**config.mk**
```make
export PLATFORM = sky130hd
export DESIGN_NAME = baud_clk_gen
export DESIGN_NICKNAME = d
export VERILOG_FILES = /design/src/rtl/baud_pkg.sv /design/src/rtl/baud_cfg_reg.sv /design/src/rtl/baud_divider.sv /design/src/rtl/baud_pin_sync.sv /design/src/rtl/baud_pin_fsm.sv /design/src/rtl/baud_clk_gen.sv
export SDC_FILE = /design/constraint.sdc
export NUM_CORES = 1
export LEC_CHECK = 0
export BUFFER_PORTS_ARGS = -buffer_cell sky130_fd_sc_hd__buf_2
export CAP_MARGIN = 20
export CORE_MARGIN = 2
export CORE_UTILIZATION = 35
export CTS_BUF_LIST = sky130_fd_sc_hd__clkbuf_4 sky130_fd_sc_hd__clkbuf_8 sky130_fd_sc_hd__clkbuf_16
export CTS_CLUSTER_DIAMETER = 60
export CTS_CLUSTER_SIZE = 16
export DETAILED_ROUTE_END_ITERATION = 7
export PLACE_DENSITY = 0.63
export SLEW_MARGIN = 20
export SYNTH_ARGS = -nofsm -noshare
export SYNTH_HDL_FRONTEND = slang
export SYNTH_SLANG_ARGS = --single-unit
```
**constraint.sdc**
```tcl
create_clock -name clk -period 1.95 [get_ports clk]
set_input_delay 0.2925 -clock clk [delete_from_list [all_inputs] [get_ports clk]]
set_output_delay 0.2925 -clock clk [all_outputs]
set_load 0.01 [all_outputs]
```
**src/rtl/baud_pkg.sv**
```systemverilog
package baud_pkg;
    localparam int REG_W      = 24;
    localparam int DIV_W      = 12;
    localparam int PSC_RATIO  = 8;
    localparam int SLOW_RATIO = 16;
    localparam int CFG_W      = DIV_W + 4;

    typedef struct packed {
        logic             tx_ext;
        logic             rx_ext;
        logic             psc_on;
        logic             out_fast;
        logic [DIV_W-1:0] div_val;
    } baud_cfg_t;

    typedef enum logic [1:0] {
        PIN_IN = 2'd0,
        PIN_LO = 2'd1,
        PIN_HI = 2'd2
    } pin_state_t;
endpackage

```
**src/rtl/baud_cfg_reg.sv**
```systemverilog
module baud_cfg_reg
    import baud_pkg::*;
(
    input  logic             clk,
    input  logic             rst_n,
    input  logic             wr_en,
    input  logic [REG_W-1:0] wr_data,
    output logic [REG_W-1:0] rd_data,
    output baud_cfg_t        cfg,
    output logic             restart
);
    localparam int PAD_W = REG_W - CFG_W;

    baud_cfg_t cfg_q;

    always_ff @(posedge clk or negedge rst_n) begin
        if (!rst_n) begin
            cfg_q <= '0;
        end else if (wr_en) begin
            cfg_q <= baud_cfg_t'(wr_data[CFG_W-1:0]);
        end
    end

    assign cfg     = cfg_q;
    assign rd_data = {{PAD_W{1'b0}}, cfg_q};
    assign restart = wr_en;
endmodule

```
**src/rtl/baud_divider.sv**
```systemverilog
module baud_divider #(
    parameter int DIV_W     = 12,
    parameter int PSC_RATIO = 8
) (
    input  logic             clk,
    input  logic             rst_n,
    input  logic             restart,
    input  logic             psc_on,
    input  logic [DIV_W-1:0] div_val,
    output logic             div_tick,
    output logic             sci_tick
);
    localparam int PSC_W = (PSC_RATIO > 1) ? $clog2(PSC_RATIO) : 1;
    localparam logic [PSC_W-1:0] PSC_LAST = PSC_W'(PSC_RATIO - 1);

    logic [PSC_W-1:0] psc_cnt;
    logic [DIV_W-1:0] div_cnt;
    logic             half;
    logic             psc_tick;

    assign psc_tick = psc_on ? (psc_cnt == PSC_LAST) : 1'b1;
    assign div_tick = psc_tick && (div_cnt == div_val);
    assign sci_tick = div_tick && half;

    always_ff @(posedge clk or negedge rst_n) begin
        if (!rst_n) begin
            psc_cnt <= '0;
            div_cnt <= '0;
            half    <= 1'b0;
        end else if (restart) begin
            psc_cnt <= '0;
            div_cnt <= '0;
            half    <= 1'b0;
        end else begin
            if (psc_on) begin
                psc_cnt <= (psc_cnt == PSC_LAST) ? '0 : psc_cnt + 1'b1;
            end else begin
                psc_cnt <= '0;
            end
            if (psc_tick) begin
                div_cnt <= div_tick ? '0 : div_cnt + 1'b1;
            end
            if (div_tick) begin
                half <= ~half;
            end
        end
    end
endmodule

```
**src/rtl/baud_pin_sync.sv**
```systemverilog
module baud_pin_sync #(
    parameter int STAGES = 2
) (
    input  logic clk,
    input  logic rst_n,
    input  logic pin_in,
    output logic pin_rise
);
    logic [STAGES:0] shreg;

    always_ff @(posedge clk or negedge rst_n) begin
        if (!rst_n) begin
            shreg <= '0;
        end else begin
            shreg <= {shreg[STAGES-1:0], pin_in};
        end
    end

    assign pin_rise = shreg[STAGES-1] && !shreg[STAGES];
endmodule

```
**src/rtl/baud_pin_fsm.sv**
```systemverilog
module baud_pin_fsm
    import baud_pkg::*;
#(
    parameter int SLOW = 16
) (
    input  logic clk,
    input  logic rst_n,
    input  logic restart,
    input  logic drive,
    input  logic sync_sel,
    input  logic out_fast,
    input  logic div_tick,
    output logic pin_out
);
    localparam int CNT_W = $clog2(SLOW);
    localparam logic [CNT_W-1:0] LIM_SLOW = CNT_W'(SLOW - 1);
    localparam logic [CNT_W-1:0] LIM_SYNC = CNT_W'(1);
    localparam logic [CNT_W-1:0] LIM_FAST = CNT_W'(0);

    pin_state_t       state, state_nx;
    logic [CNT_W-1:0] tog_cnt;
    logic [CNT_W-1:0] lim;
    logic             flip;

    always_comb begin
        if (sync_sel)      lim = LIM_SYNC;
        else if (out_fast) lim = LIM_FAST;
        else               lim = LIM_SLOW;
    end

    assign flip = div_tick && (tog_cnt >= lim);

    always_comb begin
        state_nx = state;
        if (restart) begin
            state_nx = drive ? PIN_LO : PIN_IN;
        end else begin
            unique case (state)
                PIN_IN: if (drive) state_nx = PIN_LO;
                PIN_LO: begin
                    if (!drive)    state_nx = PIN_IN;
                    else if (flip) state_nx = PIN_HI;
                end
                PIN_HI: begin
                    if (!drive)    state_nx = PIN_IN;
                    else if (flip) state_nx = PIN_LO;
                end
                default: state_nx = PIN_IN;
            endcase
        end
    end

    always_ff @(posedge clk or negedge rst_n) begin
        if (!rst_n) begin
            state   <= PIN_LO;
            tog_cnt <= '0;
        end else begin
            state <= state_nx;
            if (restart || state == PIN_IN || !drive) begin
                tog_cnt <= '0;
            end else if (div_tick) begin
                tog_cnt <= flip ? '0 : tog_cnt + 1'b1;
            end
        end
    end

    always_comb begin
        unique case (state)
            PIN_HI:  pin_out = 1'b1;
            default: pin_out = 1'b0;
        endcase
    end
endmodule

```
**src/rtl/baud_clk_gen.sv**
```systemverilog
module baud_clk_gen
    import baud_pkg::*;
(
    input  logic             clk,
    input  logic             rst_n,
    input  logic             wr_en,
    input  logic [REG_W-1:0] wr_data,
    output logic [REG_W-1:0] rd_data,
    input  logic             sync_sel,
    input  logic             pin_in,
    output logic             pin_out,
    output logic             pin_oe,
    output logic             tx_en,
    output logic             rx_en,
    output logic             sync_ok
);
    baud_cfg_t cfg;
    logic      restart;
    logic      div_tick;
    logic      sci_tick;
    logic      pin_rise;
    logic      drive;

    baud_cfg_reg u_reg (
        .clk     (clk),
        .rst_n   (rst_n),
        .wr_en   (wr_en),
        .wr_data (wr_data),
        .rd_data (rd_data),
        .cfg     (cfg),
        .restart (restart)
    );

    baud_divider #(.DIV_W(DIV_W), .PSC_RATIO(PSC_RATIO)) u_div (
        .clk      (clk),
        .rst_n    (rst_n),
        .restart  (restart),
        .psc_on   (cfg.psc_on),
        .div_val  (cfg.div_val),
        .div_tick (div_tick),
        .sci_tick (sci_tick)
    );

    baud_pin_sync #(.STAGES(2)) u_sync (
        .clk      (clk),
        .rst_n    (rst_n),
        .pin_in   (pin_in),
        .pin_rise (pin_rise)
    );

    assign drive = !cfg.tx_ext && !cfg.rx_ext;

    baud_pin_fsm #(.SLOW(SLOW_RATIO)) u_pin (
        .clk      (clk),
        .rst_n    (rst_n),
        .restart  (restart),
        .drive    (drive),
        .sync_sel (sync_sel),
        .out_fast (cfg.out_fast),
        .div_tick (div_tick),
        .pin_out  (pin_out)
    );

    always_ff @(posedge clk or negedge rst_n) begin
        if (!rst_n) begin
            tx_en <= 1'b0;
            rx_en <= 1'b0;
        end else begin
            tx_en <= cfg.tx_ext ? pin_rise : sci_tick;
            rx_en <= cfg.rx_ext ? pin_rise : sci_tick;
        end
    end

    assign pin_oe  = drive;
    assign sync_ok = (cfg.tx_ext == cfg.rx_ext);
endmodule

```
==> flow_metrics.env <==
export IMPL_power_switching_uw=495
export IMPL_clk_pin_slew_ns=0.08
export IMPL_p_leak_uw=0.00127
export IMPL_antenna_left=0
export IMPL_hold_path_class="input port to register"
export IMPL_yosys_warnings=0
export IMPL_period_share_pct=96.7
export IMPL_r2r_cells=7
export IMPL_drv_cap=0
export IMPL_critPathBufInv=0
export IMPL_p_per_area_nw_per_um2=765
export IMPL_synthArstFlopShare_pct=100
export IMPL_cts_buffers=5
export IMPL_required_ns=2.12
export IMPL_peakVddDrop_mv=0.507
export IMPL_first_global_vias=1509
export IMPL_yosys_top_cells_area="dfrtp_1, mux2_2, xor2_1"
export IMPL_final_cell_area_um2=2750
export IMPL_yosys_area_top_type="dfrtp_1"
export IMPL_cts_tree="yes"
export IMPL_total_power_uw=2100
export IMPL_routed_wirelength_mm=4.34
export IMPL_holdWs_ns=0.106
export IMPL_synth_distinct_cells=39
export IMPL_path_cells="ha_2, ha_4, or3b_4, and4_4, or3b_1, xor2_1, nor3_1"
export IMPL_rsz0062_at_grt="yes"
export IMPL_synth_seq_cells=43
export IMPL_crit_arrival_ns=2.05
export IMPL_worstHoldPathCells=1
export IMPL_drive_gt1_share_pct=35.5
export IMPL_pwr_share_clk_pct=39.1
export IMPL_slowest_delay_ns=0.42
export IMPL_final_common_cell="dfrtp_1"
export IMPL_fin_setup_tns_ns=0
export IMPL_netlist_instances=207
export IMPL_setup_violations_final=0
export IMPL_first_pass_iters=4
export IMPL_startpoint_type="register"
export IMPL_clkSinkCount=43
export IMPL_initialDrtViolationCount=70
export IMPL_end_kind="register"
export IMPL_grt_use_total_pct=12.8
export IMPL_final_cell_mix="dfrtp_1, buf_2, xor2_1"
export IMPL_grt_ovfl_total=0
export IMPL_syn_area_per_cell_um2=10.8
export IMPL_p_int_uw=1610
export IMPL_h_tree_depth=2
export IMPL_reg2reg_to="u_div.div_cnt[11]"
export IMPL_cts_root_buffer="clkbuf_8"
export IMPL_crit_fanout=5
export IMPL_dpl_hpwl_mm=3.16
export IMPL_fin_util_pct=43.8
export IMPL_rows=29
export IMPL_vias=1639
export IMPL_pwr_share_seq_pct=46.9
export IMPL_rrSetupSlack_ns=0.06
export IMPL_status="finished clean"
export IMPL_hold_viol=0
export IMPL_io_pins=58
export IMPL_die_h_um=83.9
export IMPL_drv_slew=0
export IMPL_postPlaceCellArea_um2=2540
export IMPL_antenna_found_initial=0
export IMPL_wl_per_cell_um=12.9
export IMPL_synth_top_area_share_pct=47.1
export IMPL_p_comb_share_pct=14.0
export IMPL_seq_area_frac_synth_pct=48.2
export IMPL_synth_edf_count=0
export IMPL_grt_pass1_wl_mm=7.27
export IMPL_drc_errors=0
export IMPL_cpMaxStageDelayCell="or3b_4"
export IMPL_area_growth_pct=23.2
export IMPL_die_x_um=83.9
export IMPL_start_util_pct=35.6
export IMPL_grt_max_degree=35
export IMPL_diodes=0
export IMPL_cts_buffer_depth=2
export IMPL_fin_crit_ns=1.89
export IMPL_crit_type="register to register"
export IMPL_hold_start="pin_in"
export IMPL_power_switching_share_pct=23.6
export IMPL_fp_coreArea_um2=6280
export IMPL_fin_nets=296
export IMPL_synth_ff_type="dfrtp_1"
export IMPL_place_gp_congestion=0.798
export IMPL_dieArea_um2=7040
export IMPL_fin_worst_skew_ns=0.00910
export IMPL_r2r_start="u_div.psc_cnt[0]"
export IMPL_clk_latency_ns=0.29
export IMPL_holdPathEnd="u_sync.shreg[0]"
export IMPL_synth_area_um2=2230
export IMPL_vias_per_cell=4.88
export IMPL_crit_family="simple AND/OR/NAND/NOR gates"
export IMPL_fmax_mhz=530
export IMPL_io_buffer_count=41
[Yosys cell counts, drive strengths merged, types with 2 or more instances]
master,n
nand4,8
xnor2,8
a21oi,8
nor4,2
or3b,2
inv,6
ha,9
nor3,13
nor2b,3
nand3b,3
nand2,10
o211ai,2
nand3,4
xor2,15
o21ai,10
clkbuf,3
or2,2
and3,2
mux2,14
dfrtp,42
nand2b,5
and4,2
buf,14
nor2,8
[cell type report]
type,count,area [um2]
inverters,6,22.5
fillers,604,3530
clock inverters,2,60.1
multi-input cells,148,1100
well taps,77,96.3
repair buffers,54,318
clock buffers,6,76.3
flip-flops and latches,43,1080
[registers in the layout, summed over array words and instances, names as in the netlist]
| register | count |
|---|---|
| u_div.div_cnt | 12 |
| tx_en | 1 |
| u_pin.tog_cnt | 4 |
| u_reg.cfg | 16 |
| rx_en | 1 |
| u_sync.shreg | 3 |
| u_div.psc_cnt | 3 |
| u_div.half | 1 |
| u_pin.state | 2 |
[layer usage]
layer  vias to the layer above  track usage [%]  share of wire, %
met1                       790             17.7                47
met4                         0             3.52              0.58
met5                         -                0                 0
met2                        33             20.3                48
met3                         4             2.87               3.9
li1                        812                -                 -
[worst max path at each step]
stage | slack [ns] | startpoint | depth (start not counted) | endpoint
detailed placement | 0.002 | u_div.psc_cnt[0] | 7 | u_div.div_cnt[11]
CTS | 0.04 | u_div.psc_cnt[0] | 7 | u_div.div_cnt[11]
finish | 0.06 | u_div.psc_cnt[0] | 7 | u_div.div_cnt[11]
floorplan | 0.07 | u_div.psc_cnt[0] | 7 | u_div.div_cnt[11]
global route | -0.04 | u_div.psc_cnt[0] | 7 | u_div.div_cnt[10]
global placement | 0.04 | u_div.psc_cnt[0] | 7 | u_div.div_cnt[11]
[repair_timing]
action	in CTS	in global routing
resized for setup	3	11
buffers inserted	0	2
endpoints found under the setup margin	4	9
pin swaps	2	10
endpoints found under the hold margin	19	0
gates cloned	0	0
hold buffers	1	0
[power groups by stage]
stage	Combinational [uW]	Clock (uW)	Sequential, uW
floorplan	166	0	1010
global placement	283	0	1000
detailed placement	284	0	1010
CTS	287	847	988
global route	329	885	997
finish	294	822	987
[through the flow]
step,worst slack (ns),instances
2_1_floorplan,0.0727,214
3_3_place_gp,0.0360,326
3_5_place_dp,0.00170,326
4_1_cts,0.0369,334
5_1_grt,-0.0416,336
6_report,0.0646,336
[logic make-up (layout without fill, tap and decap cells)]
group	count (synthesis)	in the layout	share of synthesized area, %
mux	14	14	7.06
fa+ha+maj	9	9	5.04
xor+xnor	23	23	9.02
flops	43	43	48.2
buf+inv	23	68	6.11
other cells	1	8	0.168
simple gates	68	68	17.5
compound gates	26	26	6.84
No activity file was read; power rests on OpenSTA's default activity.
